==> config.mk <==
export PLATFORM = sky130hd
export DESIGN_NAME = dbell_bridge
export DESIGN_NICKNAME = d
export VERILOG_FILES = /design/src/rtl/dbell_bridge.sv
export SDC_FILE = /design/constraint.sdc
export NUM_CORES = 1
export LEC_CHECK = 0
export ABC_AREA = 1
export BUFFER_PORTS_ARGS = -buffer_cell sky130_fd_sc_hd__buf_2
export CORE_MARGIN = 4
export CORE_UTILIZATION = 35
export DETAILED_ROUTE_END_ITERATION = 16
export PLACE_DENSITY = 0.58
export SYNTH_ARGS = -nofsm -noshare
export SYNTH_HDL_FRONTEND = slang
export SYNTH_SLANG_ARGS = --single-unit
==> constraint.sdc <==
create_clock -name clk -period 1.15 [get_ports clk]
set_input_delay 0.1725 -clock clk [delete_from_list [all_inputs] [get_ports clk]]
set_output_delay 0.1725 -clock clk [all_outputs]
set_load 0.01 [all_outputs]
==> src/rtl/dbell_bridge.sv <==
module dbell_bridge #(
  parameter int DW      = 32,
  parameter int ERR_BIT = DW - 1
) (
  input  logic          clk,
  input  logic          rst_n,
  input  logic          h_wr_en,
  input  logic [1:0]    h_wr_addr,
  input  logic [DW-1:0] h_wr_data,
  input  logic [1:0]    h_rd_addr,
  output logic [DW-1:0] h_rd_data,
  input  logic          l_wr_en,
  input  logic [1:0]    l_wr_addr,
  input  logic [DW-1:0] l_wr_data,
  input  logic [1:0]    l_rd_addr,
  output logic [DW-1:0] l_rd_data,
  input  logic          msi_en,
  output logic          host_irq_n,
  output logic          host_msi_req,
  output logic          local_irq,
  output logic          local_err_irq
);

  localparam logic [DW-1:0] NORM_BITS = ~(DW'(1) << ERR_BIT);

  logic [DW-1:0] out_db, in_db, out_mask, in_mask;
  logic [DW-1:0] out_set, out_clr, in_set, in_clr;
  logic          out_pend, out_pend_q, in_pend, in_err;

  assign out_set = (l_wr_en && l_wr_addr == 2'd1) ? l_wr_data : '0;
  assign out_clr = (h_wr_en && h_wr_addr == 2'd0) ? h_wr_data : '0;
  assign in_set  = (h_wr_en && h_wr_addr == 2'd1) ? h_wr_data : '0;
  assign in_clr  = (l_wr_en && l_wr_addr == 2'd0) ? l_wr_data : '0;

  always_ff @(posedge clk) begin
    if (!rst_n) begin
      out_db     <= '0;
      in_db      <= '0;
      out_mask   <= '1;
      in_mask    <= '1;
      out_pend_q <= 1'b0;
    end else begin
      out_db     <= (out_db & ~out_clr) | out_set;
      in_db      <= (in_db & ~in_clr) | in_set;
      out_pend_q <= out_pend;
      if (h_wr_en && h_wr_addr == 2'd2) out_mask <= h_wr_data;
      if (l_wr_en && l_wr_addr == 2'd2) in_mask  <= l_wr_data;
    end
  end

  assign out_pend = |(out_db & ~out_mask);
  assign in_pend  = |(in_db & ~in_mask & NORM_BITS);
  assign in_err   = in_db[ERR_BIT];

  assign host_irq_n    = ~(out_pend & ~msi_en);
  assign host_msi_req  = msi_en & out_pend & ~out_pend_q;
  assign local_irq     = in_pend;
  assign local_err_irq = in_err;

  always_comb begin
    case (h_rd_addr)
      2'd0:    h_rd_data = out_db;
      2'd1:    h_rd_data = in_db;
      2'd2:    h_rd_data = out_mask;
      default: h_rd_data = DW'(out_pend);
    endcase
    case (l_rd_addr)
      2'd0:    l_rd_data = in_db;
      2'd1:    l_rd_data = out_db;
      2'd2:    l_rd_data = in_mask;
      default: l_rd_data = DW'({in_err, in_pend});
    endcase
  end

endmodule


==> flow_metrics.env, run 1 <==
export IMPL_max_vdd_ir_drop_mv=1.05
export IMPL_cts_htree_levels=4
export IMPL_worstMarginPinSlew_ns=0.340
export IMPL_syn_area_sq_mm=0.00650
export IMPL_synth_top_family_by_area="compound AO/OA/AOI/OAI gates"
export IMPL_port_buffers=144
export IMPL_dp_hpwl_microns=18100
export IMPL_crit_fanout=3
export IMPL_grt_overflow=0
export IMPL_power_density_mw_per_mm2=1200
export IMPL_synthSimpleGateAreaFrac=0.202
export IMPL_die_height_microns=144
export IMPL_diodes=0
export IMPL_clock_tree_root_cell="clkbuf_16"
export IMPL_antenna_found_initial=1
export IMPL_cp_cell_sequence="inv_2 > nand2_2 > nand2_2 > nor2_1 > nand2_1 > nor2_4 > nand2_2 > nand2_1 > nand2_1 > buf_2"
export IMPL_cap_violations=0
export IMPL_place_congestion=0.843
export IMPL_synth_compound_area_frac=0.264
export IMPL_min_period_ns=1.79
export IMPL_critPathRequiredTime_ns=0.98
export IMPL_criticalPathCategory="register to output port"
export IMPL_drv_slew=0
export IMPL_grt_max_degree=38
export IMPL_hold_viol=0
export IMPL_synth_cell_types=23
export IMPL_setup_viol=68
export IMPL_grt_pass1_wl_microns=41100
export IMPL_vias_per_cell=5.18
export IMPL_final_period_utilization=1.56
export IMPL_pin_count=145
export IMPL_cts_buffers=17
export IMPL_rows=49
export IMPL_wl_per_cell_microns=17.8
export IMPL_clock_latency_ns=0.42
export IMPL_drc_errors=0
export IMPL_syn_num_nets=1027
export IMPL_grt_total_usage=0.258
export IMPL_nFillCells=1608
export IMPL_drive_gt1_frac=0.530
export IMPL_yosys_warnings=0
export IMPL_wl_microns=26600
export IMPL_fin_cells=1496
export IMPL_place_ws_ns=-0.503
export IMPL_start_kind="register"
export IMPL_synthMuxAreaShare=0
export IMPL_vias=7743
export IMPL_status="finished with violations"
export IMPL_rsz0062_at_grt="true"
export IMPL_max_stage_delay_ns=0.35
export IMPL_slowest_stage="dfxtp_2"
export IMPL_dieArea_sq_mm=0.0208
export IMPL_grt_pass1_vias=7645
export IMPL_layout_commonest_cell="nand2_1"
export IMPL_dp_cells=1445
export IMPL_hp_class="primary input to register"
export IMPL_cp_top_family="simple AND/OR/NAND/NOR gates"
export IMPL_cp_buffers_inverters=2
export IMPL_fmax_mhz=557
export IMPL_drt_first_iter_violations=431
export IMPL_firstDrtPassIters=5
export IMPL_cts_num_sinks=129
export IMPL_syn2layout_area_growth_pct=66.7
export IMPL_crit_path_end_kind="output port"
export IMPL_final_nets=1332
export IMPL_fin_ws_ns=-0.644
export IMPL_start_util=0.359
export IMPL_clock_skew_ns=0.00798
export IMPL_arrival_ns=1.62
export IMPL_ant_nets=0
export IMPL_p_leak_nw=5.19
export IMPL_synth_cells=950
export IMPL_cts_tree="done"
export IMPL_power_mw=13.0
export IMPL_synth_xor_area_share=0
export IMPL_syn_area_per_cell_sq_um=6.84
export IMPL_ys_seq_area_frac=0.397
export IMPL_synth_adder_area_share=0
export IMPL_die_w_microns=144
export IMPL_clockBufferDepth=2
export IMPL_max_slew_margin=0.774
export IMPL_layout_common_cells="241 x nand2_1, 133 x buf_2, 97 x dfxtp_2, 94 x buf_6"
export IMPL_core_sq_mm=0.0181
export IMPL_violations="setup timing"
export IMPL_path_clk_slew_ns=0.06
export IMPL_ys_ff_latch=129
[registers in the layout (all words and copies together) (netlist names)]
| name | cells |
|---|---|
| in_db | 32 |
| in_mask | 32 |
| out_pend_q | 1 |
| out_mask | 32 |
| out_db | 32 |
[cell families (layout without fill, tap and decap cells)]
logic type / after synthesis / in the layout
and+or+nand+nor: 332 / 332
buffers and inverters: 224 / 541
DFF: 129 / 129
AOI/OAI and AO/OA: 265 / 265
[per-stage QoR]
step           cell area (sq um)  setup TNS (ns)   util  hold slack [ns]
4_1_cts                    10500          -18.97  0.579         0.000186
5_1_grt                    10800          -22.07  0.599          0.00259
2_1_floorplan               6500               0      -            0.303
3_5_place_dp                8780          -15.28  0.486            0.434
3_3_place_gp                8780          -15.16  0.486            0.426
6_report                   10800          -18.21  0.599          0.00327
[worst reg2reg max path, stage by stage (launching register included)]
cell     delay (ns)
dfxtp_2        0.33
inv_2          0.05
o21ai_4        0.21
nor2_2         0.07
nand2_2        0.10
nor2_4         0.05
buf_4          0.13
buf_6          0.10
buf_6          0.10
buf_6          0.10
buf_6          0.10
a21oi_2        0.11
[report_power, final]
part	internal, mW	total (mW)	switching [mW]
Clock	3.70	5.72	2.02
Sequential	4.70	4.82	0.119
Combinational	1.17	2.51	1.34
Total	9.57	13.0	3.48
[path summary, 6_finish.rpt]
kind / from / end / slack [ns] / cells after the start
setup / recovery: out_mask[20] / h_rd_data[0] / -0.64 / 10
hold / removal: l_wr_data[10] / in_mask[10] / 0.003 / 3
hold reg to reg: out_mask[24] / out_mask[24] / 0.47 / 2
setup reg to reg: out_db[10] / out_pend_q / -0.38 / 11
[metal layers]
metal	routed length (microns)	part of all wire	track usage
met4	645	0.024	0.0893
met3	1860	0.070	0.0582
met2	13000	0.49	0.439
met5	13	0.00049	0
met1	11000	0.41	0.322
[synthesized netlist by cell type]
master	count	area share
nand3_1	4	0.0031
nor2_4	4	0.0069
or2_2	1	0.00096
buf_6	1	0.0017
o211ai_1	68	0.079
buf_2	24	0.018
o221ai_1	56	0.075
clkbuf_1	22	0.013
buf_1	1	0.00058
inv_1	164	0.095
buf_4	3	0.0035
o21ai_0	70	0.054
nor3b_4	1	0.0029
nand2_1	296	0.17
clkinv_1	1	0.00058
inv_2	8	0.0046
a221oi_1	1	0.0013
nor3_2	2	0.0031
dfxtp_1	129	0.40
o22ai_1	2	0.0019
a21oi_1	68	0.052
nor2_1	23	0.013
nand4_1	1	0.00096
[what timing repair did]
item                                    4_1_cts  5_1_grt
endpoints found under the setup margin       68       69
gates resized for setup                     346      105
hold buffers                                  9        1
hold endpoints to repair                      9        1
buffers inserted                             15       16
pin swaps                                    76       46
[final cells by class]
type / count / area [sq um] / share of cell area
multi-input combinational: 597 / 3740 / 0.345
timing repair buffer: 337 / 2780 / 0.256
tap: 229 / 287 / 0.0264
inverter: 173 / 712 / 0.0657
clock buffer: 28 / 557 / 0.0514
clock inverter: 3 / 65.1 / 0.00600
sequential: 129 / 2700 / 0.250
Note: power is estimated with default switching activity, not from simulation.
==> run 2: changes to the inputs <==
Settings changed: MAX_ROUTING_LAYER set to met4.
==> flow_metrics.env, run 2 (synthesized netlist as in run 1, its figures left out) <==
export IMPL_rr_startpoint="out_db[10]"
export IMPL_grt_pass1_wl_microns=41000
export IMPL_vias=7698
export IMPL_antenna_found_initial=1
export IMPL_ant_nets=0
export IMPL_holdPathEnd="in_db[23]"
export IMPL_holdCritStartpoint="h_wr_data[23]"
export IMPL_switchingPower_mw=3.46
export IMPL_final_cell_area_sq_mm=0.0108
export IMPL_grt_total_usage=0.264
export IMPL_firstDrtPassIters=5
export IMPL_reg2reg_to="out_pend_q"
export IMPL_grt_max_degree=38
export IMPL_hold_viol=0
export IMPL_hp_class="primary input to register"
export IMPL_hold_depth=3
export IMPL_start_util=0.359
export IMPL_cts_tree="done"
export IMPL_reg2reg_slack_ns=-0.38
export IMPL_min_period_ns=1.81
export IMPL_p_comb_frac=0.192
export IMPL_layout_commonest_cell="nand2_1"
export IMPL_syn2layout_area_growth_pct=66.6
export IMPL_cts_buffers=17
export IMPL_cts_htree_levels=4
export IMPL_power_density_mw_per_mm2=1200
export IMPL_pin_count=145
export IMPL_crit_fanout=3
export IMPL_cts_num_sinks=129
export IMPL_drv_slew=0
export IMPL_nFillCells=1607
export IMPL_wl_per_cell_microns=17.7
export IMPL_core_sq_mm=0.0181
export IMPL_rsz0062_at_grt="true"
export IMPL_crit_path_end_kind="output port"
export IMPL_layout_common_cells="242 x nand2_1, 133 x buf_2, 97 x dfxtp_2, 94 x buf_6"
export IMPL_grt_pass1_vias=7659
export IMPL_power_mw=13.0
export IMPL_fin_ws_ns=-0.661
export IMPL_use_met1=0.324
export IMPL_final_period_utilization=1.58
export IMPL_met3_usage=0.0509
export IMPL_dp_hpwl_microns=18100
export IMPL_p_seq_frac=0.370
export IMPL_drc_errors=0
export IMPL_cap_violations=0
export IMPL_clockBufferDepth=2
export IMPL_port_buffers=144
export IMPL_violations="setup timing"
export IMPL_die_height_microns=144
export IMPL_place_congestion=0.856
export IMPL_dp_cells=1445
export IMPL_clock_latency_ns=0.42
export IMPL_dieArea_sq_mm=0.0208
export IMPL_final_nets=1331
export IMPL_max_slew_margin=0.774
export IMPL_placed_area_sq_mm=0.00878
export IMPL_path_clk_slew_ns=0.06
export IMPL_p_clk_frac=0.438
export IMPL_start_kind="register"
export IMPL_max_vdd_ir_drop_mv=1.05
export IMPL_rows=49
export IMPL_arrival_ns=1.64
export IMPL_drt_first_iter_violations=450
export IMPL_intPower_mw=9.56
export IMPL_status="finished with violations"
export IMPL_critPathRequiredTime_ns=0.98
export IMPL_die_w_microns=144
export IMPL_p_leak_nw=5.19
export IMPL_drive_gt1_frac=0.529
export IMPL_place_ws_ns=-0.503
export IMPL_use_met2=0.438
export IMPL_clock_skew_ns=0.00814
export IMPL_fin_cells=1496
export IMPL_grt_overflow=0
export IMPL_fmax_mhz=552
export IMPL_criticalPathCategory="register to output port"
export IMPL_swShare=0.266
export IMPL_reg2reg_depth=11
export IMPL_setup_viol=68
export IMPL_worstMarginPinSlew_ns=0.339
export IMPL_wl_microns=26500
export IMPL_top_usage_layer="met2"
export IMPL_vias_per_cell=5.15
export IMPL_clock_tree_root_cell="clkbuf_16"
run 2: changes by cell type in the layout (fill, tap and decap cells not counted):
cell           before  now
nand2_2            51   50
diode_2             0    1
nand2_1           241  242
dlygate4sd3_1      10    9
run 2: cell type report:
type,instances,area [sq um],share of cell area
Antenna cell,1,2.50,0.000231
Clock buffer,28,557,0.0514
Clock inverter,3,65.1,0.00601
Inverter,173,712,0.0658
Multi-Input combinational cell,597,3730,0.345
Sequential cell,129,2700,0.250
Tap cell,229,287,0.0265
Timing Repair Buffer,336,2770,0.255
run 2: power groups by stage:
stage	Sequential (mW)	Clock [mW]	Combinational (mW)
2_1_floorplan	4.84	0	0.875
3_3_place_gp	4.84	0	2.00
3_5_place_dp	4.85	0	2.00
4_1_cts	4.80	5.75	2.35
5_1_grt	4.84	5.96	2.70
6_report	4.82	5.71	2.50
run 2: through the flow:
step	setup TNS (ns)	utilization	hold WS [ns]
after global routing	-21.79	0.599	0.00236
after detailed placement	-15.28	0.486	0.434
after CTS	-18.97	0.579	0.000186
after global placement	-15.16	0.486	0.426
after floorplan	0	-	0.303
final	-18.23	0.599	0.00266
run 2: worst max path at each step:
stage | endpoint | depth (start not counted) | from | slack (ns)
4_1_cts | h_rd_data[0] | 10 | out_mask[7] | -0.68
3_5_place_dp | h_rd_data[0] | 10 | out_mask[11] | -0.50
2_1_floorplan | h_rd_data[0] | 9 | out_mask[28] | 0.04
3_3_place_gp | h_rd_data[0] | 10 | out_mask[11] | -0.49
5_1_grt | h_rd_data[0] | 10 | out_mask[20] | -0.72
6_report | h_rd_data[0] | 10 | out_mask[20] | -0.66
run 2: worst max-delay path, stage by stage, from the launching register on:
cell	delay, ns
dfxtp_2	0.35
inv_2	0.05
nand2_2	0.06
nand2_2	0.08
nor2_1	0.11
nand2_1	0.10
nor2_4	0.14
nand2_2	0.07
nand2_1	0.06
nand2_1	0.05
buf_2	0.14
run 2: repair_timing:
| action | 4_1_cts | 5_1_grt |
|---|---|---|
| hold buffers | 9 | 0 |
| buffers inserted | 15 | 16 |
| pin swaps | 76 | 46 |
| hold endpoints to repair | 9 | 0 |
| endpoints found under the setup margin | 68 | 69 |
| gates resized for setup | 346 | 104 |
run 2: layer usage:
metal,vias to the layer above,share of wire
li1,3753,-
met1,3642,0.42
met2,248,0.49
met3,55,0.061
met4,0,0.026
met5,-,0
